<file path="src/rtl/cmu_pkg.sv">
package cmu_pkg;
  localparam int BANKS     = 2;
  localparam int BANK_MAIN = 0;
  localparam int BANK_PROC = 1;

  localparam int CTRL_W      = 3;
  localparam int CTRL_UNPRIV = 0;
  localparam int CTRL_PSEL   = 1;
  localparam int CTRL_FPCTX  = 2;

  typedef enum logic [2:0] {
    SEL_MAIN_SP    = 3'd0,
    SEL_PROC_SP    = 3'd1,
    SEL_CTRL       = 3'd2,
    SEL_IRQ_MASK   = 3'd3,
    SEL_FAULT_MASK = 3'd4
  } reg_sel_e;

  // strobes from control to datapath
  typedef struct packed {
    logic [BANKS-1:0] ldSp;
    logic [BANKS-1:0] spFromPush;
    logic             ldCtrl;
    logic             setFpCtx;
    logic             ldIrqMask;
    logic             setIrqMask;
    logic             clrIrqMask;
    logic             ldFaultMask;
    logic             ldExcNum;
    logic             clrExcNum;
  } strobe_t;
endpackage

</file>
<file path="src/rtl/cmu_ctrl.sv">
module cmu_ctrl
  import cmu_pkg::*;
(
  input  logic              clk,
  input  logic              rstN,
  input  logic              excEnter,
  input  logic              excReturn,
  input  logic              wrEn,
  input  logic [2:0]        wrSel,
  input  logic              irqEnableCmd,
  input  logic              irqDisableCmd,
  input  logic              fpExec,
  input  logic              spUpdEn,
  input  logic [CTRL_W-1:0] ctrlQ,
  output strobe_t           strobe,
  output logic              inHandler,
  output logic              isPriv,
  output logic              activeBank
);
  logic handlerQ;
  logic wrOk;

  always_ff @(posedge clk) begin
    if (!rstN)          handlerQ <= 1'b0;
    else if (excEnter)  handlerQ <= 1'b1;
    else if (excReturn) handlerQ <= 1'b0;
  end

  assign inHandler  = handlerQ;
  assign isPriv     = handlerQ | ~ctrlQ[CTRL_UNPRIV];
  assign activeBank = (handlerQ | ~ctrlQ[CTRL_PSEL]) ? 1'(BANK_MAIN) : 1'(BANK_PROC);
  assign wrOk       = wrEn & isPriv;

  for (genvar b = 0; b < BANKS; b++) begin : g_bank
    localparam logic [2:0] BANK_SEL = (b == BANK_MAIN) ? SEL_MAIN_SP : SEL_PROC_SP;
    logic wrHit, pushHit;
    assign wrHit   = wrOk && (wrSel == BANK_SEL);
    assign pushHit = spUpdEn && (activeBank == 1'(b));
    assign strobe.ldSp[b]       = wrHit | pushHit;
    assign strobe.spFromPush[b] = ~wrHit;
  end

  assign strobe.ldCtrl      = wrOk && (wrSel == SEL_CTRL);
  assign strobe.setFpCtx    = fpExec;
  assign strobe.ldIrqMask   = wrOk && (wrSel == SEL_IRQ_MASK);
  assign strobe.setIrqMask  = isPriv & irqDisableCmd;
  assign strobe.clrIrqMask  = isPriv & irqEnableCmd;
  assign strobe.ldFaultMask = wrOk && (wrSel == SEL_FAULT_MASK);
  assign strobe.ldExcNum    = excEnter;
  assign strobe.clrExcNum   = excReturn & ~excEnter;
endmodule

</file>
<file path="src/rtl/cmu_dpath.sv">
module cmu_dpath
  import cmu_pkg::*;
#(
  parameter int                DATA_W   = 32,
  parameter int                EXC_W    = 9,
  parameter logic [DATA_W-1:0] SP_RESET = 32'h2000_1000
) (
  input  logic              clk,
  input  logic              rstN,
  input  strobe_t           strobe,
  input  logic              activeBank,
  input  logic [DATA_W-1:0] wrData,
  input  logic [DATA_W-1:0] spUpdVal,
  input  logic [EXC_W-1:0]  excNumIn,
  output logic [DATA_W-1:0] activeSp,
  output logic [CTRL_W-1:0] ctrlQ,
  output logic              irqMaskQ,
  output logic              faultMaskQ,
  output logic [EXC_W-1:0]  excNumQ
);
  localparam int                ALIGN_BITS = $clog2(DATA_W / 8);
  localparam logic [DATA_W-1:0] ALIGN_MASK = ~((DATA_W)'((1 << ALIGN_BITS) - 1));

  logic [DATA_W-1:0] spQ [BANKS];

  for (genvar b = 0; b < BANKS; b++) begin : g_sp
    localparam logic [DATA_W-1:0] RST_VAL = (b == BANK_MAIN) ? (SP_RESET & ALIGN_MASK) : '0;
    logic [DATA_W-1:0] src;
    assign src = strobe.spFromPush[b] ? spUpdVal : wrData;
    always_ff @(posedge clk) begin
      if (!rstN)               spQ[b] <= RST_VAL;
      else if (strobe.ldSp[b]) spQ[b] <= src & ALIGN_MASK;
    end
  end

  assign activeSp = spQ[activeBank];

  logic [CTRL_W-1:0] ctrlNext;
  logic              irqNext;
  always_comb begin
    ctrlNext = strobe.ldCtrl ? wrData[CTRL_W-1:0] : ctrlQ;
    if (strobe.setFpCtx) ctrlNext[CTRL_FPCTX] = 1'b1;
    irqNext = strobe.ldIrqMask ? wrData[0] : irqMaskQ;
    if (strobe.clrIrqMask) irqNext = 1'b0;
    if (strobe.setIrqMask) irqNext = 1'b1;
  end

  always_ff @(posedge clk) begin
    if (!rstN) begin
      ctrlQ      <= '0;
      irqMaskQ   <= 1'b0;
      faultMaskQ <= 1'b0;
      excNumQ    <= '0;
    end else begin
      ctrlQ    <= ctrlNext;
      irqMaskQ <= irqNext;
      if (strobe.ldFaultMask) faultMaskQ <= wrData[0];
      if (strobe.ldExcNum)       excNumQ <= excNumIn;
      else if (strobe.clrExcNum) excNumQ <= '0;
    end
  end
endmodule

</file>
<file path="src/rtl/core_mode_unit.sv">
module core_mode_unit
  import cmu_pkg::*;
#(
  parameter int                DATA_W   = 32,
  parameter int                EXC_W    = 9,
  parameter logic [DATA_W-1:0] SP_RESET = 32'h2000_1000
) (
  input  logic              clk,
  input  logic              rstN,
  input  logic              excEnter,
  input  logic              excReturn,
  input  logic [EXC_W-1:0]  excNumIn,
  input  logic              wrEn,
  input  logic [2:0]        wrSel,
  input  logic [DATA_W-1:0] wrData,
  input  logic              irqEnableCmd,
  input  logic              irqDisableCmd,
  input  logic              fpExec,
  input  logic              spUpdEn,
  input  logic [DATA_W-1:0] spUpdVal,
  output logic [DATA_W-1:0] activeSp,
  output logic              isPriv,
  output logic              inHandler,
  output logic              cfgExcBlocked,
  output logic              allExcBlocked,
  output logic [EXC_W-1:0]  excNumOut,
  output logic [2:0]        ctrlOut
);
  strobe_t           strobe;
  logic              activeBank;
  logic [CTRL_W-1:0] ctrlQ;
  logic              irqMaskQ, faultMaskQ;
  logic [EXC_W-1:0]  excNumQ;

  cmu_ctrl u_ctrl (
    .clk, .rstN, .excEnter, .excReturn, .wrEn, .wrSel,
    .irqEnableCmd, .irqDisableCmd, .fpExec, .spUpdEn,
    .ctrlQ, .strobe, .inHandler, .isPriv, .activeBank
  );

  cmu_dpath #(.DATA_W(DATA_W), .EXC_W(EXC_W), .SP_RESET(SP_RESET)) u_dpath (
    .clk, .rstN, .strobe, .activeBank, .wrData, .spUpdVal, .excNumIn,
    .activeSp, .ctrlQ, .irqMaskQ, .faultMaskQ, .excNumQ
  );

  assign ctrlOut       = ctrlQ;
  assign cfgExcBlocked = irqMaskQ | faultMaskQ;
  assign allExcBlocked = faultMaskQ;
  assign excNumOut     = isPriv ? excNumQ : '0;
endmodule

</file>
<file path="config.mk">
export PLATFORM = sky130hd
export DESIGN_NAME = core_mode_unit
export DESIGN_NICKNAME = d
export VERILOG_FILES = /design/src/rtl/cmu_pkg.sv /design/src/rtl/cmu_ctrl.sv /design/src/rtl/cmu_dpath.sv /design/src/rtl/core_mode_unit.sv
export SDC_FILE = /design/constraint.sdc
export NUM_CORES = 1
export LEC_CHECK = 0
export ABC_CLOCK_PERIOD_IN_PS = 3700
export BUFFER_PORTS_ARGS = -buffer_cell sky130_fd_sc_hd__buf_2
export CORE_MARGIN = 1
export CORE_UTILIZATION = 55
export DETAILED_ROUTE_END_ITERATION = 10
export PLACE_DENSITY = 0.87
export REMOVE_ABC_BUFFERS = 1
export SKIP_CTS_REPAIR_TIMING = 1
export SYNTH_ARGS = -nofsm -noshare
export SYNTH_HDL_FRONTEND = slang
export SYNTH_SLANG_ARGS = --single-unit
</file>
<file path="constraint.sdc">
create_clock -name clk -period 3.7 [get_ports clk]
set_input_delay 0 -clock clk [delete_from_list [all_inputs] [get_ports clk]]
set_output_delay 0 -clock clk [all_outputs]
set_load 0.1 [all_outputs]
</file>
# Word level (Yosys, flattened, before mapping)
# Memory sizes are Yosys's and may differ from the RTL's.
# Index checks and enable logic that the tools add are counted.
# W data, S select, Z words.
[op_classes]
mux = 22
n_reduce_logical = 12
eq_ne = 4
bitwise_logic = 14
[op_table]
columns = ["operator", "count"]
rows = [
  ["$mux W32", 2],
  ["$mux W30", 2],
  ["$mux W9", 3],
  ["$mux W1", 14],
  ["$logic_and A1 B1 Y1", 7],
  ["$or A1 B1 Y1", 7],
  ["$eq A3 B2 Y1 const B", 2],
  ["$reduce_bool A2 Y1", 3],
  ["$and A1 B1 Y1", 4],
  ["$eq A3 B1 Y1 const B", 1],
  ["$eq A3 B3 Y1 const B", 1],
  ["$logic_not A3 Y1", 1],
  ["$mux W3", 1],
  ["$not A1 Y1", 3],
  ["$reduce_bool A3 Y1", 1],
]
[word_totals]
register_bits = 15
out_inout_bits = 48
word_cells = 59
n_memories = 1
in_bits = 85
mem_bits_rw = 60
[memory_table]
columns = ["name", "words", "word_bits", "read_ports", "rd_ports_with_merged_regs", "wr", "line", "text"]
rows = [
  ["u_dpath.spQ", 2, 30, 1, 0, 2, "cmu_dpath.sv:24", "logic [DATA_W-1:0] spQ [BANKS];"],
]

# Longest topological paths before layout
# Gate-level depths: netlist (run 1).
[depth]
word_depth = 9
ltp_mapped = 7
mapped_depth_nobuf = 4

# Hierarchy
# Synthesis (run 1) repeated with hierarchy kept, for this count alone.
[unflattened]
cells_unflattened = 325
area_unflattened_um2 = 3900.0
[by_module_without_submodules]
columns = ["module", "cells_per_inst", "n_inst", "seq_area_each_um2", "area_per_inst_um2"]
rows = [
  ["cmu_dpath", 289, 1, 2082.0, 3653.5],
  ["cmu_ctrl", 26, 1, 20.0, 183.9],
  ["core_mode_unit", 10, 1, 0.0, 62.6],
]

# Least setup slack after synthesis (run 1)
# Ideal clock, no wire load.
[synth_timing]
path_type = "reg2out"
from = "register u_ctrl.handlerQ (netlist: u_ctrl.inHandler)"
to = "output excNumOut[0]"
setup_slack_ps = 465
path_stages_with_launch = 5
n_path_buf = 2
required_time_ps = 3700
t_arrival_ps = 3235
cell_sequence = "dfxtp_1 > nand2b_4 > buf_6 > clkbuf_1 > and2_1"
[synth_via]
elab_chain_len = 2
[synth_rtl]
columns = ["item", "line", "text"]
rows = [
  ["from (decl)", "cmu_ctrl.sv:20", "logic handlerQ;"],
  ["from (signal assigned)", "cmu_ctrl.sv:24", "if (!rstN) handlerQ <= 1'b0;"],
  ["from (signal assigned)", "cmu_ctrl.sv:25", "else if (excEnter) handlerQ <= 1'b1;"],
  ["from (signal assigned)", "cmu_ctrl.sv:26", "else if (excReturn) handlerQ <= 1'b0;"],
  ["$or A1 B1 Y1", "cmu_ctrl.sv:30", "assign isPriv = handlerQ | ~ctrlQ[CTRL_UNPRIV];"],
  ["named net isPriv", "core_mode_unit.sv:22", "output logic isPriv,"],
  ["$mux W9", "core_mode_unit.sv:49", "assign excNumOut = isPriv ? excNumQ : '0;"],
  ["to (decl)", "core_mode_unit.sv:26", "output logic [EXC_W-1:0] excNumOut,"],
]
# The timed path passes the listed nets, and every way through them passes these cells.

==> results.md, run 1 <==
* Status: complete, but fails checks
* Failing checks: hold timing
* Top_reg_cell synth: edfxtp_1
* Final nets at 600
* Largest net degree at the start of global routing at 74
* Post-synth top cells: a21oi_1, edfxtp_1, nand3_1, nand2_1, mux2_2
* Synth Area in Simple Gates at 21.3%
* Top cell type's share of synthesized area at 45.3%
* Syn Std Cell Area at 3980 sq um
* Clk Latency, worst-skew pair at 0.34 ns
* Worst r2r path cells at 5
* Main area contributors after synthesis: edfxtp_1, a21oi_1, mux2_2
* Drt total wl at 10.3 mm
* CP arrival at 2.55 ns
* Min Hold Slack at -0.00958 ns
* Die area at 7570 sq um
* Fin crit share at 68.2%
* #FFs+latches synth at 75
* Chip Height at 87.0 um
* Total GRT Usage at 26.5%
* Max-slew violation count at 0
* GPL Wtd Cong at 0.753
* Crit path cell chain: nand2b_4 > and4b_1 > buf_4 > or3_1 > buf_4
* Synth Area in Adders at 0%
* Number of CTS-inserted buffers at 9
* Slowest cell delay on critical path at 0.53 ns
* Number of diodes at 0
* Async SR Flop Fraction at 0%
* Antenna Violating Nets Remaining at 0
* Worst Setup End Kind: flop
* Share of layout cells above drive strength 1 at 36.0%
* Yosys Warn Count at 0
* Routed len/inst at 16.6 um
* P_leak at 1.98 nW
* Largest family of logic cells by synthesized area: simple AND/OR/NAND/NOR gates
* CP max FO at 31
* Slew @ Worst Pin at 0.877 ns
* Required time of the critical path at 3.72 ns
* Final setup fails at 0
* Pre-CTS WS at 1.19 ns
* Xor/xnor share of the synthesized area at 0%
* Layout area overhead at 22.3%
* Worst path slowest cell: or3_1
* Sequential area share after synthesis at 52.9%
* Crit path kind: reg2reg
* Rows at 30
* Yosys cell types at 34
* H-tree levels at 3
* Count leader, synth: a21oi_1
* Post-synthesis mux area share at 9.25%
* DRC viols at 0
* DRT iter0 DRCs at 296
* Root Driver: clkbuf_8
* Fmax at 396 MHz
* Pwr dens at 446 nW/um^2
* Slew headroom at 41.5%
* Cells after Synth at 395
* Core Box Area at 6910 sq um
* Clock skew at 0.0106 ns
* Initial core utilization at 57.6%
* Hold Path Class: in2reg
* Total gr overflow at 0
* CTS tree: built
* Final Hold Vio Count at 2
* Hold path depth at 3
* I/O pin cnt at 133
* Leading area contributor after synthesis: edfxtp_1
* Peak VDD IR at 309 uV
* Routed vias/inst at 5.73
* RSZ-0062 raised after global routing: false
* Hpwl dp at 6.13 mm
* Clock Tree Buf Depth at 2
* DRT Pass-1 Iters at 5
* Initial antenna violation count at 0
* Number of synthesized flops with an enable pin at 60
* Post-layout minimum cycle time at 2.52 ns
* Vias in the first global route at 3465
* Vias at 3531
* PortBufs at 128
* Compound-Gate Fraction of Synth Area at 9.60%
* Cells after DPL at 588
* TritonCTS Sinks at 75
* Top cell by count, worst path: buf_4
* Die width at 87.0 um
* Worst Setup Slack, final at 1.18 ns
* Worst-path clk slew at 0.08 ns
* Syn avg cell area at 10.1 sq um
* CP Launch Type: flop
* First-pass GRT wire length at 15.3 mm
* FILL cells at 549
* Non-Filler Instances at 616
* Max_cap viols at 0
==> cell type report <==
type,count,area [sq um],area share [%]
Clock inverter,5,77.6,1.59
Inverter,3,11.3,0.231
Sequential cell,75,2100,43.2
Tap cell,96,120,2.47
Clock buffer,11,131,2.70
Multi-Input combinational cell,280,1620,33.2
Timing Repair Buffer,146,806,16.6
==> cells in the final DEF, fill, tap and decap left out, types with 2 or more instances in the layout <==
cell,netlist,final
buf_2,6,128
a21oi_1,68,68
edfxtp_1,60,60
nand3_1,60,59
nand2_1,59,59
mux2_2,30,30
nor2_1,17,17
dfxtp_1,15,15
dlygate4sd3_1,0,12
and2_1,9,9
nor3b_1,9,9
clkbuf_8,0,9
buf_4,12,6
nor2b_4,2,3
mux2i_1,3,3
nor3_1,3,3
nand4b_1,2,2
o21ai_1,2,2
inv_1,3,2
nand4_1,2,2
conb_1,1,2
clkinv_2,0,2
clkbuf_1,10,2
bufinv_16,0,2
==> cell families after synthesis <==
logic type      after synthesis
simple gates                171
buf+inv                      41
flops                        75
compound gates               74
other cells                   1
mux                          33
==> metrics by stage <==
step	hold WS (ns)	cell area [sq um]	TNS (ns)	util [%]	total power, mW
final	-0.00958	4860	0	70.4	2.17
after global routing	0.00792	4860	0	70.4	2.24
after CTS	-0.117	4740	0	68.7	2.16
after detailed placement	0.241	4540	0	65.7	1.50
after global placement	0.228	4540	0	65.7	1.49
after floorplan	0.117	3720	-28.37	-	1.37
==> registers in the layout, indices dropped and copies added (netlist names) <==
name	cells
u_dpath.excNumQ	9
u_dpath.ctrlQ	3
u_dpath.faultMaskQ	1
u_dpath.irqMaskQ	1
u_dpath.spQ	60
u_ctrl.inHandler	1
==> worst max-delay path: cells and delay by family, from the launching register on <==
kind | cells | cell delay, ns
simple gates | 3 | 1.03
buf+inv | 2 | 0.73
flops | 1 | 0.43
==> metal layers <==
metal | share of wire (%) | global-route usage, % | vias up
li1 | - | - | 1648
met1 | 38 | 31.2 | 1645
met2 | 50 | 45.8 | 228
met3 | 11 | 7.58 | 10
met4 | 0.93 | 10.3 | 0
met5 | 0 | 0 | -
==> path summary, 6_finish.rpt <==
kind | start | end | slack [ns]
worst min-delay path | fpExec | u_dpath.ctrlQ[2]$_SDFFE_PN0P_ | -0.01
worst max register to register | u_ctrl.inHandler$_SDFFE_PN0P_ | u_dpath.spQ[1][26]$_SDFFCE_PN0P_ | 1.18
worst min register to register | u_dpath.irqMaskQ$_SDFFE_PN0P_ | u_dpath.irqMaskQ$_SDFFE_PN0P_ | 0.48
worst max-delay path | u_ctrl.inHandler$_SDFFE_PN0P_ | u_dpath.spQ[1][26]$_SDFFCE_PN0P_ | 1.18
==> power breakdown <==
| group | switching, mW | total (mW) | internal, mW |
|---|---|---|---|
| clock network | 0.301 | 0.679 | 0.378 |
| registers | 0.0141 | 0.977 | 0.963 |
| logic | 0.396 | 0.513 | 0.117 |
(Power assumes the default switching activity.)
==> inputs of run 2 (changes only) <==
- ABC_CLOCK_PERIOD_IN_PS: 3700 -> 2100
- CORE_UTILIZATION: 55 -> 46
- PLACE_DENSITY: 0.87 -> 0.78
- clock period: 3.7 -> 2.1 ns (I/O delays scaled with it)
==> run 2 against run 1 <==
  * The run still ends with hold timing left
  * Flip-flop and latch count did not move
  * Sequential power is 76% higher
  * Critical path type unchanged
  * Die area grew 19%
  * Largest cell class unchanged
  * Total power rose by 70%
  * Largest power group unchanged
  * Critical path depth unchanged
  * Critical endpoint is now u_dpath.spQ[0][28]$_SDFFCE_PN0P_
  * Sequential share of layout area down 0.43 points
==> results.md, run 2 (synthesized netlist as in run 1, its figures left out) <==
* Clk Latency, worst-skew pair at 0.35 ns
* H-tree levels at 3
* Clock skew at 0.00702 ns
* Routed vias/inst at 5.68
* Most common cell after layout, fill and taps aside: buf_2
* DRC viols at 0
* First-pass GRT wire length at 16.0 mm
* RSZ-0062 raised after global routing: false
* R2R Path End: u_dpath.spQ[0][28]$_SDFFCE_PN0P_
* Layout area overhead at 23.6%
* Core Box Area at 8300 sq um
* Largest net degree at the start of global routing at 74
* Fin crit share at 90.8%
* Status: complete, but fails checks
* Final Hold Vio Count at 1
* Number of diodes at 0
* Slowest cell delay on critical path at 0.57 ns
* PortBufs at 128
* Required time of the critical path at 2.28 ns
* Peak VDD IR at 340 uV
* Worst Setup Slack, final at 0.194 ns
* Worst r2r path cells at 5
* TritonCTS Sinks at 75
* CTS tree: built
* Reg with most FFs: u_dpath.spQ
* Largest registers: u_dpath.spQ x60, u_dpath.excNumQ x9, u_dpath.ctrlQ x3
* I/O pin cnt at 133
* Crit path kind: reg2reg
* Slew @ Worst Pin at 0.778 ns
* Slew headroom at 48.1%
* Max-slew violation count at 0
* Total gr overflow at 0
* Pwr dens at 751 nW/um^2
* R2r startpoint: u_ctrl.inHandler$_SDFFE_PN0P_
* Final setup fails at 0
* Crit path cell chain: nand2b_4 > and3_2 > buf_4 > nand2_1 > a21oi_1
* Die area at 9020 sq um
* Worst Setup End Kind: flop
* Max_cap viols at 0
* Failing checks: hold timing
* Setup crit end: u_dpath.spQ[0][28]$_SDFFCE_PN0P_
* Chip Height at 95.0 um
* Initial core utilization at 47.9%
* Worst-path clk slew at 0.08 ns
* CP arrival at 2.09 ns
* Fmax at 525 MHz
* DRT iter0 DRCs at 256
* Number of CTS-inserted buffers at 9
* Worst path slowest cell: and3_2
* Worst hold start: fpExec
* Post-layout minimum cycle time at 1.91 ns
* Hpwl dp at 6.87 mm
* P_leak at 2.01 nW
* Pre-CTS WS at 0.217 ns
* Most frequent cells in the layout: buf_2, a21oi_1, edfxtp_1
* Clock Tree Buf Depth at 2
* GPL Wtd Cong at 0.778
* Total GRT Usage at 23.5%
* Vias at 3598
* Hold Path Class: in2reg
* Drt total wl at 10.8 mm
* Rows at 33
* CP max FO at 24
* Share of layout cells above drive strength 1 at 36.1%
* Vias in the first global route at 3324
* FILL cells at 720
* R2r setup slk at 0.19 ns
* Root Driver: clkbuf_8
* Fin Setup TNS at 0 ns
* CP Launch Type: flop
* Min Hold Slack at -0.0262 ns
* DRT Pass-1 Iters at 5
* Largest register FFs at 60
* Final nets at 609
* Crit path from: u_ctrl.inHandler$_SDFFE_PN0P_
* Antenna Violating Nets Remaining at 0
* Initial antenna violation count at 0
* Die width at 95.0 um
* Routed len/inst at 17.0 um
run 2: changes by cell type in the layout (fill, tap and decap cells not counted):
| cell | change |
|---|---|
| bufinv_16 | -1 |
| dlygate4sd3_1 | +1 |
| clkinvlp_4 | -1 |
| clkbuf_1 | +1 |
| buf_4 | +8 |
| clkinv_1 | +3 |
| clkinv_2 | -2 |
run 2: layout make-up:
| cell class | count | area, sq um | area share (%) |
|---|---|---|---|
| Clock buffer | 12 | 135 | 2.75 |
| Clock inverter | 4 | 41.3 | 0.840 |
| Inverter | 3 | 11.3 | 0.229 |
| Multi-Input combinational cell | 280 | 1620 | 32.9 |
| Sequential cell | 75 | 2100 | 42.8 |
| Tap cell | 105 | 131 | 2.67 |
| Timing Repair Buffer | 155 | 876 | 17.8 |
run 2: per-layer routing:
metal  vias to the layer above  GRT usage [%]  share of wire [%]
li1                       1664              -                  -
met1                      1704           30.3                 40
met2                       211           38.1                 49
met3                        19           6.52                 10
met4                         0           7.95                1.3
met5                         -              0                  0
run 2: how the worst min path moves through the flow:
| stage | endpoint | cells past startpoint |
|---|---|---|
| floorplan | u_ctrl.inHandler$_SDFFE_PN0P_ | 2 |
| global placement | u_dpath.excNumQ[4]$_SDFFE_PN0P_ | 3 |
| detailed placement | u_dpath.ctrlQ[1]$_SDFFE_PN0P_ | 3 |
| CTS | u_dpath.ctrlQ[1]$_SDFFE_PN0P_ | 3 |
| global route | u_dpath.spQ[1][28]$_SDFFCE_PN0P_ | 3 |
| finish | u_dpath.ctrlQ[2]$_SDFFE_PN0P_ | 3 |
run 2: critical path: cells and delay by family, from the launching register on:
kind	cells	cell delay, ns
AOI/OAI and AO/OA	1	0.16
buffers and inverters	1	0.26
DFF	1	0.42
and+or+nand+nor	3	0.91
run 2: report_power, final:
part	internal, mW	total (mW)	leakage, nW	switching [mW]
Clock	0.540	1.05	0.0871	0.511
Sequential	1.70	1.72	0.763	0.0243
Combinational	0.214	0.918	1.16	0.704
run 2: metrics by stage:
stage          utilization [%]  std cells  total power, mW  area (sq um)  hold slack (ns)
6_report                  59.2        634             3.69          4910          -0.0262
5_1_grt                   59.2        634             3.81          4910         0.000371
4_1_cts                   57.6        621             3.68          4780           -0.126
3_5_place_dp              55.5        605             2.65          4610            0.238
3_3_place_gp              55.5        605             2.63          4610            0.230
2_1_floorplan                -        358             2.42          3720            0.117
==> inputs of run 3 (changes only) <==
==> constraint.sdc (replaced) <==
create_clock -name clk -period 2.1 [get_ports clk]
set_input_delay 0.525 -clock clk [delete_from_list [all_inputs] [get_ports clk]]
set_output_delay 0.525 -clock clk [all_outputs]
set_load 0.1 [all_outputs]
==> run 3 against run 2 <==
  * The flow finishes with violations (setup timing)
  * Non-clock buffer count down 6
  * Final area rose by 13%
  * Die area unchanged
  * Flip-flop and latch count is the same
  * Utilization grew 7.9 points
  * Register-to-register slack worse by 0.06 ns
  * Total power increased by 11%
  * Sequential share of layout area shrank 5.0 points
  * Clock skew rose by 0.0062 ns
  * Global-route usage barely moved
  * Hold slack better by 0.44 ns
  * Critical endpoint is now activeSp[22]
==> results.md, run 3 (synthesized netlist as in run 1, its figures left out) <==
* Fmax at 463 MHz
* Reg with most FFs: u_dpath.spQ
* Die width at 95.0 um
* Hold Path Class: in2reg
* Crit path kind: reg2out
* R2r setup slk at 0.13 ns
* Peak VDD IR at 393 uV
* Largest net degree at the start of global routing at 74
* I/O pin cnt at 133
* Layout area overhead at 40.1%
* Initial core utilization at 47.9%
* Final setup fails at 30
* Top cell by count, worst path: buf_12
* Initial antenna violation count at 0
* CP max FO at 7
* Largest register FFs at 60
* Max_cap viols at 0
* Combinational share of power at 27.6%
* Status: complete, but fails checks
* Worst path slowest cell: dfxtp_4
* Min Hold Slack at 0.411 ns
* Clock skew at 0.0132 ns
* Final core utilization at 67.1%
* Worst r2r path cells at 7
* Largest registers: u_dpath.spQ x60, u_dpath.excNumQ x9, u_dpath.ctrlQ x3
* DRT iter0 DRCs at 281
* Antenna Violating Nets Remaining at 0
* Failing checks: setup timing
* Worst Setup Slack, final at -0.0581 ns
* RSZ-0062 raised after global routing: true
* Flop pwr share at 42.1%
* Hold path depth at 3
* H-tree levels at 3
* Routed vias/inst at 5.73
* Most frequent cells in the layout: buf_2, a21oi_1, edfxtp_1
* PortBufs at 128
* Worst Setup End Kind: primary output
* Clk Latency, worst-skew pair at 0.35 ns
* P_sw at 1.34 mW
* Sw frac at 32.7%
* Slew headroom at 50.0%
* Worst hold start: excNumIn[6]
* Most common cell after layout, fill and taps aside: buf_2
* Clock Tree Buf Depth at 2
* Number of diodes at 0
* R2R Path End: u_dpath.spQ[0][15]$_SDFFCE_PN0P_
* Vias at 3599
* CTS tree: built
* Chip Height at 95.0 um
* Hpwl dp at 6.77 mm
* P_leak at 2.25 nW
* Critical path's top delay family: buffers and inverters
* TritonCTS Sinks at 75
* Cells after DPL at 605
* Post-layout minimum cycle time at 2.16 ns
* Share of layout cells above drive strength 1 at 39.2%
* CP arrival at 1.63 ns
* Pre-CTS WS at 0.173 ns
* Internal power at 2.76 mW
* Pwr dens at 736 nW/um^2
* Core Box Area at 8300 sq um
* Number of CTS-inserted buffers at 9
* CP Launch Type: flop
* Routed len/inst at 18.3 um
* Total gr overflow at 0
* Rows at 33
* Final nets at 603
* Clock network power share at 30.3%
* Required time of the critical path at 1.57 ns
* GPL Wtd Cong at 0.728
* Total GRT Usage at 23.5%
* Drt total wl at 11.5 mm
* Crit path cell chain: nor2b_4 > buf_12 > clkbuf_16 > mux2_4 > buf_12
* Max-slew violation count at 0
* Fin crit share at 103%
* First-pass GRT wire length at 15.9 mm
* Worst-path clk slew at 0.08 ns
* Non-Filler Instances at 628
* Die area at 9020 sq um
* Slew @ Worst Pin at 0.750 ns
* R2r startpoint: u_dpath.ctrlQ[1]$_SDFFE_PN0P_
* Slowest cell delay on critical path at 0.36 ns
* Worst Hold Path EP: u_dpath.excNumQ[6]$_SDFFE_PN0P_
* DRC viols at 0
* Final Hold Vio Count at 0
* Total power at 4.10 mW
* CP bufs+invs at 3
* DRT Pass-1 Iters at 4
* Root Driver: clkbuf_8
* Vias in the first global route at 3377
==> run 3: power by group through the flow <==
stage,combinational [mW],sequential [mW],clock [mW]
floorplan,0.645,1.78,0
global placement,0.891,1.75,0
detailed placement,0.902,1.75,0
CTS,0.905,1.72,1.25
global route,1.17,1.73,1.30
finish,1.13,1.73,1.24
==> run 3: tightest hold or removal path: cells and delay by family <==
| family | cells | cell delay, ns |
|---|---|---|
| buf+inv | 1 | 0.07 |
| simple gates | 1 | 0.07 |
| compound gates | 1 | 0.05 |
==> run 3: layout make-up <==
| class | instances | area [sq um] |
|---|---|---|
| clock inverters | 6 | 90.1 |
| fillers | 615 | 2730 |
| repair buffers | 149 | 1380 |
| inverters | 3 | 11.3 |
| well taps | 105 | 131 |
| flip-flops and latches | 75 | 2110 |
| multi-input cells | 280 | 1730 |
| clock buffers | 10 | 128 |
==> run 3: metal layers <==
layer | routed length (um) | track usage (%)
met3 | 1140 | 6.76
met4 | 211 | 8.46
met2 | 5650 | 40.5
met5 | 0 | 0
met1 | 4500 | 27.9
==> run 3: worst max path at each step <==
stage                                       to                          start  cells past startpoint
6_report                          activeSp[22]  u_ctrl.inHandler$_SDFFE_PN0P_                      5
3_5_place_dp                       activeSp[9]  u_dpath.ctrlQ[1]$_SDFFE_PN0P_                      4
5_1_grt                            activeSp[8]  u_ctrl.inHandler$_SDFFE_PN0P_                      5
2_1_floorplan  u_dpath.spQ[1][0]$_SDFFCE_PN0P_  u_dpath.ctrlQ[1]$_SDFFE_PN0P_                      3
4_1_cts                            activeSp[9]  u_dpath.ctrlQ[1]$_SDFFE_PN0P_                      4
3_3_place_gp                       activeSp[9]  u_dpath.ctrlQ[1]$_SDFFE_PN0P_                      4
==> run 3: stage by stage <==
step	instance area [sq um]	setup TNS, ns
CTS	4890	-6.00
detailed placement	4670	0
global placement	4670	0
global route	5570	-2.47
finish	5570	-1.22
floorplan	3720	-267.35
